`config.mk`:
```
export PLATFORM = sky130hd
export DESIGN_NAME = smb_idx_target
export DESIGN_NICKNAME = d
export VERILOG_FILES = /design/src/rtl/smb_idx_pkg.sv /design/src/rtl/smb_rst_sync.sv /design/src/rtl/smb_line_filter.sv /design/src/rtl/smb_bus_events.sv /design/src/rtl/smb_regfile.sv /design/src/rtl/smb_idx_target.sv
export SDC_FILE = /design/constraint.sdc
export NUM_CORES = 1
export LEC_CHECK = 0
export BUFFER_PORTS_ARGS = -buffer_cell sky130_fd_sc_hd__buf_2
export CELL_PAD_IN_SITES_DETAIL_PLACEMENT = 1
export CELL_PAD_IN_SITES_GLOBAL_PLACEMENT = 1
export CORE_ASPECT_RATIO = 1.1
export CORE_MARGIN = 5
export CORE_UTILIZATION = 54
export CTS_BUF_LIST = sky130_fd_sc_hd__clkbuf_8
export DETAILED_ROUTE_END_ITERATION = 12
export PLACE_DENSITY = 0.8
export SLEW_MARGIN = 15
export SYNTH_ARGS = -nofsm -noshare
export SYNTH_HDL_FRONTEND = slang
export SYNTH_SLANG_ARGS = --single-unit
```
`constraint.sdc`:
```
create_clock -name clk -period 5.3 [get_ports clk]
set_clock_uncertainty 0.15 [all_clocks]
set_input_delay 0.795 -clock clk [delete_from_list [all_inputs] [get_ports clk]]
set_output_delay 0.795 -clock clk [all_outputs]
set_load 0.01 [all_outputs]
```
`src/rtl/smb_idx_pkg.sv`:
```
package smb_idx_pkg;
  typedef enum logic [2:0] {
    ST_IDLE,   // ignoring bus until a start
    ST_ADDR,   // shifting in address byte
    ST_IDX,    // shifting in index byte
    ST_CNT,    // shifting in count byte
    ST_WDAT,   // shifting in write data
    ST_ACK,    // target acknowledge bit
    ST_TX,     // target driving a byte
    ST_TACK    // host acknowledge bit
  } smb_st_e;
endpackage

```
`src/rtl/smb_rst_sync.sv`:
```
module smb_rst_sync (
  input  logic clk,
  input  logic arst_n,
  output logic srst_n
);
  logic [1:0] stage_q;

  always_ff @(posedge clk or negedge arst_n) begin
    if (!arst_n) stage_q <= 2'b00;
    else         stage_q <= {stage_q[0], 1'b1};
  end

  assign srst_n = stage_q[1];
endmodule

```
`src/rtl/smb_line_filter.sv`:
```
module smb_line_filter #(
  parameter int FILT = 4
) (
  input  logic clk,
  input  logic rst_n,
  input  logic line_i,
  output logic line_o
);
  localparam int CW = $clog2(FILT + 1);

  logic [1:0]    sync_q;
  logic          out_q, out_d;
  logic [CW-1:0] run_q, run_d;

  always_comb begin
    out_d = out_q;
    run_d = '0;
    if (sync_q[1] != out_q) begin
      if (run_q == CW'(FILT - 1)) out_d = sync_q[1];
      else                        run_d = run_q + 1'b1;
    end
  end

  always_ff @(posedge clk or negedge rst_n) begin
    if (!rst_n) begin
      sync_q <= 2'b11;
      out_q  <= 1'b1;
      run_q  <= '0;
    end else begin
      sync_q <= {sync_q[0], line_i};
      out_q  <= out_d;
      run_q  <= run_d;
    end
  end

  assign line_o = out_q;
endmodule

```
`src/rtl/smb_bus_events.sv`:
```
module smb_bus_events (
  input  logic clk,
  input  logic rst_n,
  input  logic scl,
  input  logic sda,
  output logic scl_rise,
  output logic scl_fall,
  output logic start_ev,
  output logic stop_ev
);
  logic scl_p, sda_p;

  always_ff @(posedge clk or negedge rst_n) begin
    if (!rst_n) begin
      scl_p <= 1'b1;
      sda_p <= 1'b1;
    end else begin
      scl_p <= scl;
      sda_p <= sda;
    end
  end

  assign scl_rise = scl & ~scl_p;
  assign scl_fall = ~scl & scl_p;
  assign start_ev = scl & scl_p & sda_p & ~sda;
  assign stop_ev  = scl & scl_p & ~sda_p & sda;
endmodule

```
`src/rtl/smb_regfile.sv`:
```
module smb_regfile #(
  parameter int NREG = 8,
  parameter int IDXW = 8
) (
  input  logic            clk,
  input  logic            rst_n,
  input  logic            wr_en,
  input  logic [IDXW-1:0] idx,
  input  logic [7:0]      wr_data,
  output logic [7:0]      rd_data
);
  localparam int AW = (NREG > 1) ? $clog2(NREG) : 1;

  logic [7:0] mem_q [NREG];

  always_ff @(posedge clk or negedge rst_n) begin
    if (!rst_n) begin
      for (int i = 0; i < NREG; i++) mem_q[i] <= 8'h00;
    end else if (wr_en) begin
      for (int i = 0; i < NREG; i++)
        if (idx == IDXW'(i)) mem_q[i] <= wr_data;
    end
  end

  assign rd_data = (idx < IDXW'(NREG)) ? mem_q[idx[AW-1:0]] : 8'hFF;
endmodule

```
`src/rtl/smb_idx_target.sv`:
```
module smb_idx_target
  import smb_idx_pkg::*;
#(
  parameter logic [6:0] BASE_ADDR = 7'h6C,
  parameter int         SEL_W     = 2,
  parameter int         NREG      = 8,
  parameter int         FILT      = 4
) (
  input  logic             clk,
  input  logic             rst_n,
  input  logic [SEL_W-1:0] addr_sel,
  input  logic             scl_i,
  input  logic             sda_i,
  output logic             sda_oe
);
  localparam int IDXW = 8;

  logic       rst_s_n;
  logic [1:0] raw_w, filt_w;
  logic       scl_f, sda_f;
  logic       scl_rise, scl_fall, start_ev, stop_ev;
  logic [6:0] my_addr;

  smb_st_e         state_q, state_d, after_q, after_d;
  logic [7:0]      shr_q, shr_d, tx_q, tx_d, left_q, left_d, cnt_q, cnt_d;
  logic [IDXW-1:0] idx_q, idx_d;
  logic [2:0]      bitc_q, bitc_d;
  logic            got_q, got_d, oe_q, oe_d;
  logic            wr_en;
  logic [7:0]      rd_data;
  logic            mid_byte;

  smb_rst_sync u_rst (.clk(clk), .arst_n(rst_n), .srst_n(rst_s_n));

  assign raw_w = {sda_i, scl_i};
  for (genvar g = 0; g < 2; g++) begin : g_line
    smb_line_filter #(.FILT(FILT)) u_filt (
      .clk(clk), .rst_n(rst_s_n), .line_i(raw_w[g]), .line_o(filt_w[g])
    );
  end
  assign scl_f = filt_w[0];
  assign sda_f = filt_w[1];

  smb_bus_events u_evt (
    .clk(clk), .rst_n(rst_s_n), .scl(scl_f), .sda(sda_f),
    .scl_rise(scl_rise), .scl_fall(scl_fall),
    .start_ev(start_ev), .stop_ev(stop_ev)
  );

  smb_regfile #(.NREG(NREG), .IDXW(IDXW)) u_regs (
    .clk(clk), .rst_n(rst_s_n), .wr_en(wr_en), .idx(idx_q),
    .wr_data(shr_q), .rd_data(rd_data)
  );

  assign my_addr  = {BASE_ADDR[6:SEL_W], addr_sel};
  assign mid_byte = (bitc_q != 3'd0) || (state_q == ST_ACK) || (state_q == ST_TACK);

  always_comb begin
    state_d = state_q;
    after_d = after_q;
    shr_d   = shr_q;
    tx_d    = tx_q;
    left_d  = left_q;
    cnt_d   = cnt_q;
    idx_d   = idx_q;
    bitc_d  = bitc_q;
    got_d   = got_q;
    oe_d    = oe_q;
    wr_en   = 1'b0;
    if (stop_ev) begin
      state_d = ST_IDLE;
      oe_d    = 1'b0;
      bitc_d  = 3'd0;
      got_d   = 1'b0;
    end else if (start_ev) begin
      state_d = mid_byte ? ST_IDLE : ST_ADDR;
      oe_d    = 1'b0;
      bitc_d  = 3'd0;
      got_d   = 1'b0;
    end else if (scl_rise) begin
      shr_d = {shr_q[6:0], sda_f};
      got_d = 1'b1;
    end else if (scl_fall) begin
      got_d = 1'b0;
      case (state_q)
        ST_ADDR, ST_IDX, ST_CNT, ST_WDAT: begin
          if (got_q) begin
            if (bitc_q != 3'd7) begin
              bitc_d = bitc_q + 3'd1;
            end else begin
              bitc_d  = 3'd0;
              state_d = ST_ACK;
              after_d = ST_IDLE;
              case (state_q)
                ST_ADDR: begin
                  if (shr_q[7:1] == my_addr) begin
                    oe_d = 1'b1;
                    if (shr_q[0]) begin
                      after_d = ST_TX;
                      tx_d    = cnt_q;
                    end else begin
                      after_d = ST_IDX;
                    end
                  end
                end
                ST_IDX: begin
                  oe_d    = 1'b1;
                  idx_d   = shr_q;
                  after_d = ST_CNT;
                end
                ST_CNT: begin
                  oe_d    = 1'b1;
                  cnt_d   = shr_q;
                  left_d  = shr_q;
                  after_d = ST_WDAT;
                end
                default: begin
                  if (left_q != 8'd0) begin
                    oe_d    = 1'b1;
                    wr_en   = 1'b1;
                    idx_d   = idx_q + 8'd1;
                    left_d  = left_q - 8'd1;
                    after_d = ST_WDAT;
                  end
                end
              endcase
            end
          end
        end
        ST_ACK: begin
          state_d = after_q;
          oe_d    = (after_q == ST_TX) ? ~tx_q[7] : 1'b0;
        end
        ST_TX: begin
          if (bitc_q == 3'd7) begin
            bitc_d  = 3'd0;
            oe_d    = 1'b0;
            state_d = ST_TACK;
          end else begin
            bitc_d = bitc_q + 3'd1;
            tx_d   = {tx_q[6:0], 1'b0};
            oe_d   = ~tx_q[6];
          end
        end
        ST_TACK: begin
          if (!shr_q[0]) begin
            tx_d    = rd_data;
            idx_d   = idx_q + 8'd1;
            oe_d    = ~rd_data[7];
            state_d = ST_TX;
          end else begin
            state_d = ST_IDLE;
          end
        end
        default: ;
      endcase
    end
  end

  always_ff @(posedge clk or negedge rst_s_n) begin
    if (!rst_s_n) begin
      state_q <= ST_IDLE;
      after_q <= ST_IDLE;
      shr_q   <= 8'h00;
      tx_q    <= 8'h00;
      left_q  <= 8'h00;
      cnt_q   <= 8'(NREG);
      idx_q   <= '0;
      bitc_q  <= 3'd0;
      got_q   <= 1'b0;
      oe_q    <= 1'b0;
    end else begin
      state_q <= state_d;
      after_q <= after_d;
      shr_q   <= shr_d;
      tx_q    <= tx_d;
      left_q  <= left_d;
      cnt_q   <= cnt_d;
      idx_q   <= idx_d;
      bitc_q  <= bitc_d;
      got_q   <= got_d;
      oe_q    <= oe_d;
    end
  end

  assign sda_oe = oe_q;
endmodule

```
## Word-level counts from Yosys, hierarchy flattened

Cells that the tools add are included.
Widths: inputs -> output; s select.

- Register bits after elaboration: 131
- Input bits: 6
- Output and inout port bits: 1
- Word-level logic and storage cells: 200

- Add/sub/neg operators: 5
- Order comparisons: 2
- Eq/ne operators: 38
- Muxes and demuxes: 72
- Bitwise operators: 20
- Reductions and logical operators: 36

Operators with widths:

| cell | number |
|---|---|
| $mux 8 | 15 |
| $mux 3 | 22 |
| $pmux 8 s2 | 3 |
| $eq 8x3->1 const B | 4 |
| $mux 1 | 25 |
| $bmux 8 s3 | 1 |
| $pmux 8 s3 | 1 |
| $reduce_and 2->1 | 10 |
| $eq 3x3->1 const B | 6 |
| $eq 8x2->1 const B | 2 |
| $ne 2x2->1 const B | 8 |
| $ne 4x4->1 const B | 4 |
| $reduce_and 8->1 | 2 |
| $eq 3x2->1 const B | 4 |
| $not 1->1 | 12 |
| $pmux 3 s4 | 1 |
| $reduce_and 12->1 | 1 |
| $reduce_and 10->1 | 1 |
| $add 3x1->3 const B | 3 |
| $pmux 3 s3 | 1 |
| $reduce_and 9->1 | 1 |
| $reduce_bool 3->1 | 3 |
| $add 8x1->8 const B | 1 |
| $eq 8x1->1 const B | 1 |
| 28 further kinds | 41 |

## Depth between registers and ports, before layout

- Word-level depth: 12
- Depth in mapped cells: 9
- Mapped depth without buffers: 7

## Hierarchy

From an unflattened synthesis, not the netlist that was laid out.

- Cells, all modules: 523
- Area, all modules: 6541.3 um^2

By module, submodules not included:

| module | instances | cells an instance | area an instance (um^2) | seq. area each (um^2) |
|---|---|---|---|---|
| smb_regfile | 1 | 179 | 3002.9 | 1601.5 |
| smb_idx_target | 1 | 309 | 2959.1 | 1277.5 |
| smb_line_filter | 2 | 13 | 220.2 | 153.9 |
| smb_bus_events | 1 | 6 | 85.1 | 52.6 |
| smb_rst_sync | 1 | 3 | 53.8 | 50.0 |

## Least setup slack after synthesis

OpenSTA, ideal clock, no wires.

- Kind: flip-flop to flip-flop
- From: register u_evt.scl_p
- To: register u_regs.mem_q[11] (netlist name)
- Setup time: 0.128 ns
- Data arrival time: 2.068 ns
- Required time: 5.022 ns
- Slack: 2.955 ns
- Cell stages (with the launch flop): 8
- Buffers on the path: 0
- Period minus slack after synthesis: 2.345 ns
- Path through: dfstp_2 > inv_1 > ha_1 > nand4b_1 > a21o_1 > nor3_4 > nand2_4 > mux2_1

- Longest elaborated chain between the ends: 6
- Elaborated cells between the ends (all ways): 13
- Classes of those cells: mux: 4; bitwise: 8; reduce/logical: 1

RTL lines:

| element | RTL line | text |
|---|---|---|
| start: declaration | smb_bus_events.sv:11 | `logic scl_p, sda_p;` |
| start signal: assignment | smb_bus_events.sv:18 | `scl_p <= scl;` |
| $and 1x1->1 (tied with other cells) | smb_bus_events.sv:24 | `assign scl_fall = ~scl & scl_p;` |
| $mux 1 (tied with other cells) | smb_idx_target.sv:83 | `end else if (scl_fall) begin` |
| $mux 1 / $and 1x1->1 (equally long branches) | smb_idx_target.sv:80, smb_bus_events.sv:25 |  |
| $mux 1 | smb_idx_target.sv:75 | `end else if (start_ev) begin` |
| $mux 1 * | smb_idx_target.sv:70 | `if (stop_ev) begin` |
| $reduce_and 2->1 (no line) * | n/a |  |
| end signal: indexed assignment | smb_regfile.sv:21 | `if (idx == IDXW'(i)) mem_q[i] <= wr_data;` |
| end: declaration | smb_regfile.sv:14 | `logic [7:0] mem_q [NREG];` |

Every way passes the cells marked *; elsewhere a longest branch is shown, timed or not.
A chain may end at the register's enable or synchronous reset.

## Final worst setup path

- From: register state_q[0]
- To: register cnt_q[5]

- Longest elaborated chain between the ends: 3
- Elaborated cells between the ends (all ways): 6
- Classes of those cells: eq/ne: 4; reduce/logical: 2

RTL lines:

| element | RTL line | text |
|---|---|---|
| start: declaration | smb_idx_target.sv:24 | `smb_st_e state_q, state_d, after_q, after_d;` |
| start signal: assignment | smb_idx_target.sv:173 | `state_q <= state_d;` |
| $eq 3x2->1 (tied with other cells) | smb_idx_target.sv:85, smb_idx_target.sv:94 |  |
| $reduce_or 4->1 | smb_idx_target.sv:85 | `case (state_q)` |
| $reduce_and 8->1 (no line) * | n/a |  |
| end signal: assignment | smb_idx_target.sv:167 | `cnt_q <= 8'(NREG);` |
| end signal: assignment | smb_idx_target.sv:178 | `cnt_q <= cnt_d;` |
| end: declaration | smb_idx_target.sv:25 | `logic [7:0] shr_q, shr_d, tx_q, tx_d, left_q, left_d, cnt_q, cnt_d;` |

Marked as above.

==> metrics <==
TNS Setup=0 ps; worst setup path class=flip-flop to flip-flop; list of cells traversed by the critical path=clkinv_1, nor3_2, nand2_1, mux2_2; Worst Reg-to-Reg Cells=4; xor and xnor area share after synthesis=0.00671; count of clock tree sinks=131; total nets after synthesis=561; count of cell instances traversed by the critical path=4; simple-gate portion of the synthesized area=0.118; fraction of synthesized cell area taken by the top area cell type=0.468; IO buf count=6; Worst EP required=5480 ps; unrepaired setup endpoints after global routing=no; Max Clk Rate=303 MHz; beginning of the critical path=state_q[0]$_DFFE_PN0P_; Hold Path Class=flip-flop to async pin; placed cell areas=6640 µm²; number of remaining DRC errors=0; H-tree Lvls=4; VDD IR max=0.000237 V; smallest hold slack=155 ps; adder-cell share of the synthesized area=0.0268; core region area=~12,000 µm²; Setup violations, final=0; number of instances in the synthesized netlist=541; share of cells above drive strength 1=0.295; crit-path max FO=26; leakage power=between 3 and 4 nW; maximum number of buffers from clock root to sink=2; clock transition at the registers of the reported paths=80 ps; antenna violations before repair=0; DR iter-0 viols=282; final net count=between 500 and 600; leading register cell type out of synthesis=sky130_fd_sc_hd__dfrtp_1; highest-delay cell along the critical path=sky130_fd_sc_hd__dfrtp_1; initial cell density of the core=0.547; post-placement cell count=675; total of max-cap violations=0; netlist area before placement=6530 µm²; clock tree from TritonCTS=done; wire length of the first global-routing pass=25,300 µm; pin count of the biggest net entering global routing=89; arrival time of the worst setup path=3480 ps; part of the cycle the worst path needs=0.622; transition time at the pin with the least slew margin=987 ps; number of detailed-routing iterations run before antenna repair=4; share of synthesized area occupied by flip-flops and latches=0.504; vias in the first global route=4,760; longest individual stage delay on the worst path=910 ps; per-cell routed wire length=21.6 µm; Inserted Diodes=0; Ports=7; startpoint types=flip-flop; fin area=between 7000 and 8000 µm²; remaining global-route overflow=0; Via-to-Cell Ratio=6.19; routed vias=4,388; dominant combinational cell family by area after synthesis=multiplexers; top cells by area, synth=sky130_fd_sc_hd__dfrtp_1, sky130_fd_sc_hd__mux2_2, sky130_fd_sc_hd__mux4_2; Die ar.=14,400 µm²; HPWL Detailed=10,200 µm; portion of netlist area occupied by mux cells=0.212; average size of a mapped cell=12.1 µm²; Rel. slew slack=0.342; num rows=42; most frequent standard cell in the layout excluding fill and tap cells=sky130_fd_sc_hd__dfrtp_1; Yosys warning count=0; Yosys top cell by area=sky130_fd_sc_hd__dfrtp_1; number of fill cells=approximately 1,200; proportion of synthesized flip-flops having asynchronous set or reset=1.00; total length of routed wires=15,300 µm; Routability Congestion=approximately 0.85; top library cells by usage in the layout, fill and taps aside=sky130_fd_sc_hd__dfrtp_1, sky130_fd_sc_hd__mux2_2, sky130_fd_sc_hd__nand2_1; number of register bits inferred by synthesis=131; run status=complete, no violations; latest clock arrival within the worst-skew pair=between 400 and 500 ps; post-route non-filler standard cell count=approximately 700; number of nets with antenna violations after routing=0; Root Buffer Master=sky130_fd_sc_hd__clkbuf_8; die height=125 µm; count of cells resized by post-cts repair=0; Hold Violations, Final=0; endpoint kind of the worst setup timing path=flip-flop; area added between synthesis and finish=8.11%; minimum period implied by the final worst setup slack=3300 ps; number of flops mapped to enable cells by yosys=0; cell type group with the largest total delay on the critical path=simple AND/OR/NAND/NOR gates; Buf/Inv on CP=1; Power per Cell Area=435 nW/µm²; launching point of the worst reg2reg path=state_q[0]$_DFFE_PN0P_; power after layout=3.07 mW; aggregate global-route resource usage=0.227; Final Max Slew Viols=0; area fraction in compound gates after synthesis=0.103; Num CTS Buffers=17; die outline width=between 100 and 150 µm; distinct cell type count after synthesis=67
==> registers in the layout (all words and copies together) (netlist names), 4 cells and up <==
name,cells
shr_q,8
cnt_q,8
g_line.u_filt.sync_q,4
idx_q,8
left_q,8
tx_q,8
g_line.u_filt.run_q,6
u_regs.mem_q,64
==> cell families after synthesis <==
logic type	Yosys count
DFF	131
buffers and inverters	44
adders and majority gates	14
muxes	107
other	1
and+or+nand+nor	133
xor gates and xnor gates	5
AOI/OAI and AO/OA	106
==> timing repair <==
item                      4_1_cts  5_1_grt
hold buffers                    1        0
buffers inserted                0        0
hold endpoints to repair        2        0
==> cell type report <==
type	instances	area [µm²]	area share
sequential	131	3290	0.467
timing repair buffer	10	82.6	0.0117
clock inverter	12	108	0.0152
multi-input combinational	366	3050	0.432
clock buffer	20	275	0.0390
tap	154	193	0.0273
inverter	16	60.1	0.00851
==> synthesized netlist by cell type (all sizes together), types with 4 or more instances <==
master and number:
a21oi 33, buf 15, clkbuf 13, dfrtp 122, dfstp 9, ha 14
inv 14, mux2 88, mux4 16, nand2 43, nand3 14, nand4 6
nor2 20, nor2b 4, nor3 10, nor3b 13, nor4 4, o21ai 32
o22ai 13, or3 4, xnor2 4
==> power breakdown <==
part           total, mW  switching (mW)  leakage [nW]  internal, mW
clock              0.803           0.397         0.185         0.406
sequential          1.44           0.316          1.76          1.13
combinational      0.823           0.483          1.34         0.340
total               3.07            1.20          3.28          1.87
==> worst paths after layout <==
check | endpoint | slack (ps)
max reg2reg | cnt_q[5]$_DFFE_PN0P_ | 2000
max | cnt_q[5]$_DFFE_PN0P_ | 2000
min in group clk | u_rst.stage_q[1]$_DFF_PN0_ | 200
max in group asynchronous | cnt_q[3]$_DFFE_PN1P_ | 3590
min | u_regs.mem_q[15]$_DFFE_PN0P_ | 160
min reg2reg | u_regs.mem_q[15]$_DFFE_PN0P_ | 160
==> metal layers <==
layer / wire (µm) / vias to the layer above / track usage
li1: - / 1989 / -
met1: 6560 / 2295 / 0.292
met2: 7960 / 78 / 0.376
met3: 505 / 26 / 0.0449
met4: 320 / 0 / 0.0932
met5: 0 / - / 0
==> per-stage QoR <==
stage                     setup slack, ps   util
after floorplan                      1250      -
after global placement               2220  0.556
after detailed placement             2110  0.556
after CTS                            2080  0.589
after global routing                 1760  0.592
final                                2000  0.592
Note: power is estimated with default switching activity, not from simulation.
